--- src/rtl/fill_ctrl_pkg.sv ---
package fill_ctrl_pkg;

    typedef enum logic [1:0] {
        MS_FREE  = 2'd0,
        MS_SEND  = 2'd1,
        MS_AWAIT = 2'd2,
        MS_DONE  = 2'd3
    } mshr_state_e;

endpackage

--- src/rtl/fill_mshr_entry.sv ---
module fill_mshr_entry
    import fill_ctrl_pkg::*;
#(
    parameter int LINE_W = 27,
    parameter int WORDS  = 4,
    parameter int CNT_W  = 2
) (
    input  logic              clk,
    input  logic              rst_n,
    input  logic              alloc_i,
    input  logic [LINE_W-1:0] alloc_line_i,
    input  logic              grant_i,
    input  logic              beat_i,
    input  logic [LINE_W-1:0] probe_line_i,
    output mshr_state_e       state_o,
    output logic [LINE_W-1:0] line_o,
    output logic [CNT_W-1:0]  word_o,
    output logic              match_o
);

    localparam logic [CNT_W-1:0] LAST_WORD = CNT_W'(WORDS - 1);

    mshr_state_e       state_q;
    mshr_state_e       state_d;
    logic [LINE_W-1:0] line_q;
    logic [CNT_W-1:0]  cnt_q;

    always_ff @(posedge clk) begin
        if (!rst_n) begin
            state_q <= MS_FREE;
        end else begin
            state_q <= state_d;
        end
    end

    always_comb begin
        state_d = state_q;
        unique case (state_q)
            MS_FREE:  if (alloc_i) state_d = MS_SEND;
            MS_SEND:  if (grant_i) state_d = MS_AWAIT;
            MS_AWAIT: if (beat_i && (cnt_q == LAST_WORD)) state_d = MS_DONE;
            MS_DONE:  state_d = MS_FREE;
            default:  state_d = MS_FREE;
        endcase
    end

    always_ff @(posedge clk) begin
        if (!rst_n) begin
            line_q <= '0;
            cnt_q  <= '0;
        end else if (alloc_i && (state_q == MS_FREE)) begin
            line_q <= alloc_line_i;
            cnt_q  <= '0;
        end else if (beat_i && (state_q == MS_AWAIT)) begin
            cnt_q  <= cnt_q + 1'b1;
        end
    end

    always_comb begin
        state_o = state_q;
        line_o  = line_q;
        word_o  = cnt_q;
        match_o = (state_q != MS_FREE) && (line_q == probe_line_i);
    end

    // Allocation only ever targets a free entry.
    assert_alloc_into_free_R6: assert property (@(posedge clk) disable iff (!rst_n)
        alloc_i |-> (state_q == MS_FREE));

    // Issue grant only reaches an entry waiting to send.
    assert_grant_in_send_R2: assert property (@(posedge clk) disable iff (!rst_n)
        grant_i |-> (state_q == MS_SEND));

    // Beats arrive only for an entry whose request has gone out.
    assert_beat_when_awaiting_R3: assert property (@(posedge clk) disable iff (!rst_n)
        beat_i |-> (state_q == MS_AWAIT));

    // Once DONE, the entry is released in the next cycle.
    assert_done_releases_R6: assert property (@(posedge clk) disable iff (!rst_n)
        (state_q == MS_DONE) |=> (state_q == MS_FREE));

endmodule

--- src/rtl/fill_prio_pick.sv ---
module fill_prio_pick #(
    parameter int N     = 4,
    parameter int IDX_W = 2
) (
    input  logic [N-1:0]     req_i,
    output logic [N-1:0]     gnt_o,
    output logic [IDX_W-1:0] idx_o,
    output logic             any_o
);

    always_comb begin
        logic found;
        found = 1'b0;
        gnt_o = '0;
        idx_o = '0;
        for (int i = 0; i < N; i++) begin
            if (req_i[i] && !found) begin
                gnt_o[i] = 1'b1;
                idx_o    = IDX_W'(i);
                found    = 1'b1;
            end
        end
        any_o = |req_i;
    end

endmodule

--- src/rtl/fill_l1_writer.sv ---
module fill_l1_writer #(
    parameter int N      = 4,
    parameter int TAG_W  = 2,
    parameter int LINE_W = 27,
    parameter int CNT_W  = 2,
    parameter int BEAT_W = 64,
    parameter int WORDS  = 4
) (
    input  logic              clk,
    input  logic              rst_n,
    input  logic              beat_valid_i,
    input  logic [TAG_W-1:0]  beat_tag_i,
    input  logic [BEAT_W-1:0] beat_data_i,
    input  logic [LINE_W-1:0] line_arr_i [N],
    input  logic [CNT_W-1:0]  word_arr_i [N],
    input  logic [N-1:0]      done_vec_i,
    output logic              wr_en_o,
    output logic [LINE_W-1:0] wr_line_o,
    output logic [CNT_W-1:0]  wr_word_o,
    output logic [BEAT_W-1:0] wr_data_o,
    output logic              valid_o,
    output logic [LINE_W-1:0] valid_line_o
);

    localparam logic [CNT_W-1:0] LAST_WORD = CNT_W'(WORDS - 1);

    logic [LINE_W-1:0] done_line;

    always_comb begin
        done_line = '0;
        for (int i = 0; i < N; i++) begin
            if (done_vec_i[i]) done_line = line_arr_i[i];
        end
    end

    always_ff @(posedge clk) begin
        if (!rst_n) begin
            wr_en_o      <= 1'b0;
            wr_line_o    <= '0;
            wr_word_o    <= '0;
            wr_data_o    <= '0;
            valid_o      <= 1'b0;
            valid_line_o <= '0;
        end else begin
            wr_en_o <= beat_valid_i;
            if (beat_valid_i) begin
                wr_line_o <= line_arr_i[beat_tag_i];
                wr_word_o <= word_arr_i[beat_tag_i];
                wr_data_o <= beat_data_i;
            end
            valid_o <= |done_vec_i;
            if (|done_vec_i) valid_line_o <= done_line;
        end
    end

    // Every beat becomes a word write one cycle later.
    assert_write_after_beat_R3: assert property (@(posedge clk) disable iff (!rst_n)
        beat_valid_i |=> wr_en_o);

    // The valid pulse follows the write of the last word of the same line.
    assert_valid_after_last_word_R4: assert property (@(posedge clk) disable iff (!rst_n)
        valid_o |-> ($past(wr_en_o) && ($past(wr_word_o) == LAST_WORD)
                     && ($past(wr_line_o) == valid_line_o)));

endmodule

--- src/rtl/fill_burst_ctrl.sv ---
module fill_burst_ctrl
    import fill_ctrl_pkg::*;
#(
    parameter int ADDR_W     = 32,
    parameter int LINE_BYTES = 32,
    parameter int BEAT_W     = 64,
    parameter int N_ENTRIES  = 4,
    parameter int LINE_W     = ADDR_W - $clog2(LINE_BYTES),
    parameter int WORDS      = (LINE_BYTES * 8) / BEAT_W,
    parameter int CNT_W      = (WORDS > 1) ? $clog2(WORDS) : 1,
    parameter int TAG_W      = (N_ENTRIES > 1) ? $clog2(N_ENTRIES) : 1
) (
    input  logic              clk,
    input  logic              rst_n,
    input  logic              miss_valid,
    input  logic [LINE_W-1:0] miss_line,
    output logic              miss_ready,
    output logic              l2_req_valid,
    output logic [LINE_W-1:0] l2_req_line,
    output logic [TAG_W-1:0]  l2_req_tag,
    input  logic              l2_beat_valid,
    input  logic [TAG_W-1:0]  l2_beat_tag,
    input  logic [BEAT_W-1:0] l2_beat_data,
    output logic              l1_wr_en,
    output logic [LINE_W-1:0] l1_wr_line,
    output logic [CNT_W-1:0]  l1_wr_word,
    output logic [BEAT_W-1:0] l1_wr_data,
    output logic              l1_line_valid,
    output logic [LINE_W-1:0] l1_valid_line
);

    mshr_state_e       ent_state [N_ENTRIES];
    logic [LINE_W-1:0] ent_line  [N_ENTRIES];
    logic [CNT_W-1:0]  ent_word  [N_ENTRIES];
    logic [N_ENTRIES-1:0] ent_match;
    logic [N_ENTRIES-1:0] ent_free;
    logic [N_ENTRIES-1:0] ent_send;
    logic [N_ENTRIES-1:0] ent_done;
    logic [N_ENTRIES-1:0] ent_beat;
    logic [N_ENTRIES-1:0] ent_alloc;
    logic [N_ENTRIES-1:0] free_pick;
    logic [N_ENTRIES-1:0] send_gnt;
    logic [TAG_W-1:0]     free_idx;
    logic [TAG_W-1:0]     send_idx;
    logic                 free_any;
    logic                 send_any;
    logic                 merge_hit;
    logic                 accept_new;

    for (genvar g = 0; g < N_ENTRIES; g++) begin : g_entry
        fill_mshr_entry #(
            .LINE_W (LINE_W),
            .WORDS  (WORDS),
            .CNT_W  (CNT_W)
        ) entry_i (
            .clk          (clk),
            .rst_n        (rst_n),
            .alloc_i      (ent_alloc[g]),
            .alloc_line_i (miss_line),
            .grant_i      (send_gnt[g]),
            .beat_i       (ent_beat[g]),
            .probe_line_i (miss_line),
            .state_o      (ent_state[g]),
            .line_o       (ent_line[g]),
            .word_o       (ent_word[g]),
            .match_o      (ent_match[g])
        );

        always_comb begin
            ent_free[g]  = (ent_state[g] == MS_FREE);
            ent_send[g]  = (ent_state[g] == MS_SEND);
            ent_done[g]  = (ent_state[g] == MS_DONE);
            ent_beat[g]  = l2_beat_valid && (l2_beat_tag == TAG_W'(g));
            ent_alloc[g] = accept_new && free_pick[g];
        end
    end

    fill_prio_pick #(.N(N_ENTRIES), .IDX_W(TAG_W)) alloc_pick_i (
        .req_i (ent_free),
        .gnt_o (free_pick),
        .idx_o (free_idx),
        .any_o (free_any)
    );

    fill_prio_pick #(.N(N_ENTRIES), .IDX_W(TAG_W)) issue_pick_i (
        .req_i (ent_send),
        .gnt_o (send_gnt),
        .idx_o (send_idx),
        .any_o (send_any)
    );

    always_comb begin
        merge_hit    = |ent_match;
        miss_ready   = merge_hit || free_any;
        accept_new   = miss_valid && free_any && !merge_hit;
        l2_req_valid = send_any;
        l2_req_line  = ent_line[send_idx];
        l2_req_tag   = send_idx;
    end

    fill_l1_writer #(
        .N      (N_ENTRIES),
        .TAG_W  (TAG_W),
        .LINE_W (LINE_W),
        .CNT_W  (CNT_W),
        .BEAT_W (BEAT_W),
        .WORDS  (WORDS)
    ) writer_i (
        .clk          (clk),
        .rst_n        (rst_n),
        .beat_valid_i (l2_beat_valid),
        .beat_tag_i   (l2_beat_tag),
        .beat_data_i  (l2_beat_data),
        .line_arr_i   (ent_line),
        .word_arr_i   (ent_word),
        .done_vec_i   (ent_done),
        .wr_en_o      (l1_wr_en),
        .wr_line_o    (l1_wr_line),
        .wr_word_o    (l1_wr_word),
        .wr_data_o    (l1_wr_data),
        .valid_o      (l1_line_valid),
        .valid_line_o (l1_valid_line)
    );

    // A new allocation issues its request in the next cycle.
    assert_req_after_accept_R2: assert property (@(posedge clk) disable iff (!rst_n)
        accept_new |=> (l2_req_valid && (l2_req_line == $past(miss_line))));

    // A merged miss never causes a request.
    assert_merge_no_request_R5: assert property (@(posedge clk) disable iff (!rst_n)
        (miss_valid && merge_hit) |=> !l2_req_valid);

    // Not ready only when no entry is free and no entry matches.
    assert_backpressure_only_full_R6: assert property (@(posedge clk) disable iff (!rst_n)
        !miss_ready |-> ($countones(ent_free) == 0));

    // At most one entry completes per cycle.
    assert_single_completion_R8: assert property (@(posedge clk) disable iff (!rst_n)
        $onehot0(ent_done));

endmodule

--- config.mk ---
export PLATFORM = sky130hd
export DESIGN_NAME = fill_burst_ctrl
export DESIGN_NICKNAME = d
export VERILOG_FILES = /design/src/rtl/fill_ctrl_pkg.sv /design/src/rtl/fill_mshr_entry.sv /design/src/rtl/fill_prio_pick.sv /design/src/rtl/fill_l1_writer.sv /design/src/rtl/fill_burst_ctrl.sv
export SDC_FILE = /design/constraint.sdc
export NUM_CORES = 1
export LEC_CHECK = 0
export ABC_AREA = 1
export BUFFER_PORTS_ARGS = -buffer_cell sky130_fd_sc_hd__buf_2
export CORE_MARGIN = 8
export CORE_UTILIZATION = 45
export DETAILED_ROUTE_END_ITERATION = 16
export PLACE_DENSITY = 0.67
export SYNTH_ARGS = -nofsm -noshare
export SYNTH_HDL_FRONTEND = slang
export SYNTH_SLANG_ARGS = --single-unit
export TNS_END_PERCENT = 50
--- constraint.sdc ---
create_clock -name clk -period 3 [get_ports clk]
set_clock_uncertainty 0.15 [all_clocks]
set_input_delay 0.3 -clock clk [delete_from_list [all_inputs] [get_ports clk]]
set_output_delay 0.3 -clock clk [all_outputs]
set_load 0.005 [all_outputs]
* Word-level counts from Yosys, hierarchy flattened *
Cells that the tools add are included.

cells by class
  $add $sub $neg = 4
  order comparisons = 2
  eq/ne operators = 35
  mux-type cells = 44
  bitwise operators = 3
  reduce and logical (&&, ||, !) cells = 61

operators with widths
  operator                                       count
  two-way mux 27 bit                             8
  binary-select mux 27 bit (select 2 bit)        2
  == test 27 bit                                 4
  logical AND 1 bit                              32
  two-way mux 2 bit                              16
  one-hot mux 2 bit (4 select lines)             4
  == test 2 bit, second input constant           14
  OR reduction 4 bit                             4
  != test 2 bit, second input constant           7
  two-way mux 1 bit                              13
  AND reduction 3 bit                            4
  == test 2 x 1 -> 1 bit, second input constant  5
  logical NOT 2 bit                              5
  != test 2 x 1 -> 1 bit, second input constant  5
  adder 2 x 1 -> 2 bit, second input constant    4
  nonzero test 2 bit                             4
  OR reduction 2 bit                             4
  logical NOT 1 bit                              7
  >= comparator 3 bit, second input constant     2
  NOT 2 -> 3 bit                                 2
  binary-select mux 2 bit (select 2 bit)         1
  logical OR 1 bit                               1
  NOT 1 bit                                      1

word-level totals
  register bits = 246
  input bits = 97
  output and inout port bits = 153
  word-level logic and storage cells = 167

* Logic depth before layout (Yosys ltp) *
  depth after elaboration = 15
  gate-level depth with buffers = 16
  gate-level depth less buffers = 14

* Hierarchy *
Synthesis repeated with hierarchy kept, for this count alone.

second synthesis, totals
  cell total of the unflattened synthesis = 2446
  area total of the unflattened synthesis = 14477.6 um^2

modules (own cells, without submodules)
  module                                    times used  cells each  area each (um^2)  seq. area each (um^2)
  fill_l1_writer                            1           984         6167.2            2442.3
  fill_mshr_entry (g_entry[1].entry_i ...)  3           268         1667.8            620.6
  fill_mshr_entry (g_entry[0].entry_i)      1           274         1676.6            620.6
  fill_burst_ctrl                           1           356         1485.2            0.0
  fill_prio_pick                            2           14          72.6              0.0

* Least setup slack after synthesis *
Ideal clock, no wire load.

  path kind = register -> output
  from = register g_entry[1].entry_i.state_q[1]
  to = output port l2_req_line[25]
  data arrival time = 1.735 ns
  data required time = 2.550 ns
  slack = 0.815 ns
  stages on the path, launching flop included = 11
  buffers on the path = 2
  cells stage by stage = dfxtp_1 -> inv_1 -> ha_1 -> nor2_1 -> inv_1 -> a21oi_1 -> clkbuf_1 -> clkbuf_1 -> o21ai_0 -> a21oi_1 -> nor2_1

between the ends
  word-level cells in the longest chain between the ends = 13
  elaborated cells between the ends (all ways) = 15
  those cells by class = eq/ne: 1; mux: 8; bitwise: 1; reduce/logical: 5

ends and longest elaborated chain
  item                                                        line                   text
  start, declared                                             fill_mshr_entry.sv:23  mshr_state_e state_q;
  start signal, assigned                                      fill_mshr_entry.sv:32  state_q <= state_d;
  == test 2 x 1 -> 1 bit (*)                                  fill_burst_ctrl.sv:71  ent_send[g] = (ent_state[g] == MS_SEND);
  logical AND 1 bit (*)                                       fill_prio_pick.sv:17   if (req_i[i] && !found) begin
  two-way mux 1 bit (*)                                       fill_prio_pick.sv:17
  logical NOT 1 bit                                           fill_prio_pick.sv:17
  logical AND 1 bit                                           fill_prio_pick.sv:17
  two-way mux 1 bit                                           fill_prio_pick.sv:17
  logical NOT 1 bit                                           fill_prio_pick.sv:17
  logical AND 1 bit                                           fill_prio_pick.sv:17
  two-way mux 2 bit (*)                                       fill_prio_pick.sv:17
  named net l2_req_tag[1]                                     fill_burst_ctrl.sv:20  output logic [TAG_W-1:0] l2_req_tag,
  NOT 2 -> 3 bit (implied by the code) (*)                    fill_burst_ctrl.sv:97  l2_req_line = ent_line[send_idx];
  binary-select mux 27 bit (select 2 bit) (*)                 fill_burst_ctrl.sv:97
  two-way mux 27 bit (implied by the code) (*) (2 in series)  fill_burst_ctrl.sv:97
  end, declared                                               fill_burst_ctrl.sv:19  output logic [LINE_W-1:0] l2_req_line,

Mark *: on every way through the listed nets, which the timed path passes. The rest lies on a longest branch. The select of a mux whose other input is x is not followed.

* Worst setup path in the final report *
  from = register g_entry[0].entry_i.state_q[1]
  to = output port l2_req_line[21]

between the ends
  word-level cells in the longest chain between the ends = 15
  elaborated cells between the ends (all ways) = 17
  those cells by class = eq/ne: 1; mux: 9; bitwise: 1; reduce/logical: 6

ends and longest elaborated chain
  item                                                        line
  start, declared                                             fill_mshr_entry.sv:23
  start signal, assigned                                      fill_mshr_entry.sv:32
  == test 2 x 1 -> 1 bit (*)                                  fill_burst_ctrl.sv:71
  two-way mux 1 bit (*)                                       fill_prio_pick.sv:17
  logical NOT 1 bit                                           fill_prio_pick.sv:17
  logical AND 1 bit                                           fill_prio_pick.sv:17
  two-way mux 1 bit                                           fill_prio_pick.sv:17
  logical NOT 1 bit                                           fill_prio_pick.sv:17
  logical AND 1 bit                                           fill_prio_pick.sv:17
  two-way mux 1 bit                                           fill_prio_pick.sv:17
  logical NOT 1 bit                                           fill_prio_pick.sv:17
  logical AND 1 bit                                           fill_prio_pick.sv:17
  two-way mux 2 bit (*)                                       fill_prio_pick.sv:17
  NOT 2 -> 3 bit (implied by the code) (*)                    fill_burst_ctrl.sv:97
  binary-select mux 27 bit (select 2 bit) (*)                 fill_burst_ctrl.sv:97
  two-way mux 27 bit (implied by the code) (*) (2 in series)  fill_burst_ctrl.sv:97

Every way passes the cells marked *; elsewhere a longest branch is shown, timed or not. The select of a mux whose other input is x is not followed.

==> run metrics <==
peak supply drop 0.472 mV; Vias 14700; growth of design area from synthesis to finish 31.0%; GPL Wtd Cong 0.968; worst-skew pair later-pin latency 0.55 ns; CTS root buf sky130_fd_sc_hd__clkbuf_16; sequential element share of the synthesized area 39.3%; actual slew at the worst max-slew pin 0.900 ns; Die Wd 183 um; detailed-routing iteration count for the pre-antenna-repair pass 9; largest buffer count on any clock path 3; antenna-violating nets left 0; net count after synthesis 1962; cell type group with the largest total delay on the critical path buffers and inverters; layout cells sized above 1 19.0%; instance count after placement with tap cells included 2402; number of hold violations in the final report 0; Filler Cells Inserted 2575; arrival time at the worst endpoint 2.42 ns; number of antenna violations at the first check in global routing 1; worst path required time 2.55 ns; H-Tree Level Count 1; Warnings, synthesis 0; detailed-placement wirelength estimate 37.4 mm; critical path launch point type flip-flop; I/O pin cnt 250; area leader, netlist sky130_fd_sc_hd__dfxtp_1; top-area cell type share of the netlist area 39.3%; nets 2283; wire length of the first global-routing pass 82.6 mm; clock transition at the register clock pins on the worst setup and hold paths after CTS 0.06 ns; routed wire length 55.1 mm; final sum of negative setup slack 0 ns; number of remaining DRC errors 0; biggest cell delay along the critical path 0.35 ns; CTS Buf Count 29; maximum fanout encountered on the critical timing path 14; floorplan die area 0.0334 mm^2; starting utilization of the core area 45.3%; FF+latch count, synth 246; number of max-slew violations in the final report 0; chip height 183 um; count of input and output buffers 249; drt first-iter violations 1789; worst path buffer plus inverter count 5; flop2flop setup slack 0.31 ns; area taken by flip-flops and latches 0.00493 mm^2; maxcap violations 0; total inserted antenna cells 0; non-filler cells in the finished layout 2566; global-route usage over all layers 31.3%; cell-by-cell listing of the critical path inv_1 -> ha_1 -> nor2_2 -> inv_1 -> a21oi_4 -> inv_1 -> buf_4 -> o21ai_0 -> a21oi_1 -> nor2_1 -> buf_2; largest net degree at the start of global routing 96; TritonCTS clock tree done; row count 61; CP Capture Type output pin; vias in the first global route 14100; mean instance size in the synthesized netlist 6.79 um^2; worst slew margin relative to its limit 40.0%; number of different library cells in the post-synthesis netlist 37; placeable core region 0.0276 mm^2; Min Clock Period, post-route 2.87 ns; multi-input combinational cell area 0.00654 mm^2; outcome finished, final reports clean; Hold WC Path Type in -> reg; highest clock rate 0.349 GHz; Avg WL per Cell 21.5 um; total power 13200 uW; post-synthesis instance area 0.0125 mm^2; synthesized netlist cell count 1845; most area-consuming cells after synthesis sky130_fd_sc_hd__dfxtp_1 (39%), sky130_fd_sc_hd__o21ai_0 (13%), sky130_fd_sc_hd__a21oi_1 (9.0%), sky130_fd_sc_hd__nand2_1 (8.1%), sky130_fd_sc_hd__nor2_1 (7.5%); unrepaired setup endpoints after global routing no; kind of critical path reg -> out; slowest CP cell sky130_fd_sc_hd__dfxtp_2; ratio of total power to cell area 805 mW/mm^2; Finish-stage setup viols 0; post-detailed-route via-to-cell ratio 5.71; P_leak 0.00714 uW; ratio of final minimum period to clock period 95.6%; count of clock tree sinks 246; Congestion Overflow GR 0; dominant cell type by count on the critical path sky130_fd_sc_hd__inv_1
[layer usage]
metal	vias up	share of wire [%]	GRT usage, %
li1	6848	-	-
met1	6675	39	39.7
met2	970	44	49.8
met3	163	13	8.59
met4	2	4.5	12.7
met5	-	0.024	0
[report_power, final]
group	internal, uW	switching (uW)
combinational	1930	3300
clock	2070	1460
sequential	3890	557
[worst paths after layout]
check	cells past startpoint	start	end
worst min-delay path	2	l2_beat_valid	writer_i.wr_line_o[4]
worst max-delay path	11	g_entry[0].entry_i.state_o[1]	l2_req_line[21]
worst min register to register	2	writer_i.valid_line_o[2]	writer_i.valid_line_o[2]
worst max register to register	12	g_entry[3].entry_i.state_o[0]	g_entry[3].entry_i.line_o[4]
[state kept, by name, indices dropped and copies added, names as in the netlist]
register,cells
writer_i.wr_en_o,1
g_entry.entry_i.word_o,8
g_entry.entry_i.state_o,8
writer_i.wr_data_o,64
writer_i.valid_line_o,27
writer_i.wr_line_o,27
writer_i.wr_word_o,2
g_entry.entry_i.line_o,108
writer_i.valid_o,1
[worst reg2reg max path: cells and delay by family (launching register included)]
kind | cells | cell delay, ns
compound gates | 3 | 0.30
buf+inv | 2 | 0.47
fa+ha+maj | 1 | 0.32
flops | 1 | 0.33
simple gates | 6 | 1.02
[placed cells by master (no fill, tap or decap), types with 22 or more instances in the layout]
master                          netlist  final
sky130_fd_sc_hd__o21ai_0            332    329
sky130_fd_sc_hd__nand2_1            269    268
sky130_fd_sc_hd__nor2_1             251    248
sky130_fd_sc_hd__buf_2               22    247
sky130_fd_sc_hd__dfxtp_1            246    244
sky130_fd_sc_hd__a21oi_1            226    223
sky130_fd_sc_hd__inv_1              127    125
sky130_fd_sc_hd__dlygate4sd3_1        0    108
sky130_fd_sc_hd__nand3_1             50     50
sky130_fd_sc_hd__buf_4                2     49
sky130_fd_sc_hd__o22ai_1             37     37
sky130_fd_sc_hd__o21ai_1             33     35
sky130_fd_sc_hd__clkbuf_16            0     31
sky130_fd_sc_hd__a221oi_1            23     23
sky130_fd_sc_hd__inv_2               21     22
[Yosys cell counts, drive strengths merged]
cell type / number
ha: 20
o31ai: 1
clkinv: 1
o21ai: 365
a211oi: 2
and3: 1
buf: 36
a31oi: 11
nor2: 258
a21oi: 237
inv: 148
o22ai: 37
a221oi: 23
nand2: 269
xnor2: 17
nand3: 51
dfxtp: 246
clkbuf: 92
nand4: 16
nor3b: 1
or2: 1
nor4: 1
a22oi: 5
xor2: 5
o221ai: 1
[cell families after synthesis]
family                   synth area share [%]
AO/OA/AOI/OAI                            28.9
AND/OR/NAND/NOR                          19.3
buffers and inverters                    8.90
flip-flops                               39.3
XOR/XNOR                                 1.54
adder cells (fa/ha/maj)                  2.00
[area by class of cell]
cell class	count	share of cell area [%]
inverter	149	3.43
tap	378	2.88
timing repair buffer	418	18.0
sequential	246	30.0
multi-input combinational	1322	39.9
clock buffer	41	5.00
clock inverter	12	0.748
[timing repair]
| item | 4_1_cts | 5_1_grt |
|---|---|---|
| cloned | 0 | 2 |
| endpoints found under the hold margin | 158 | 0 |
| pin swaps | 0 | 3 |
| buffers inserted | 0 | 1 |
| setup endpoints to repair | 9 | 28 |
| resized for setup | 5 | 22 |
| hold buffers | 108 | 0 |
[stage by stage]
step / setup WS, ns / area, um^2 / hold WS (ns) / util, %
after floorplan: 0.815 / 12500 / 0.285 / -
after global placement: 0.327 / 14200 / 0.305 / 51.5
after detailed placement: 0.280 / 14200 / 0.306 / 51.5
after CTS: 0.0262 / 16300 / 0.0915 / 58.9
after global routing: 0.0148 / 16400 / 0.143 / 59.4
final: 0.132 / 16400 / 0.112 / 59.4
(Power assumes the default switching activity.)
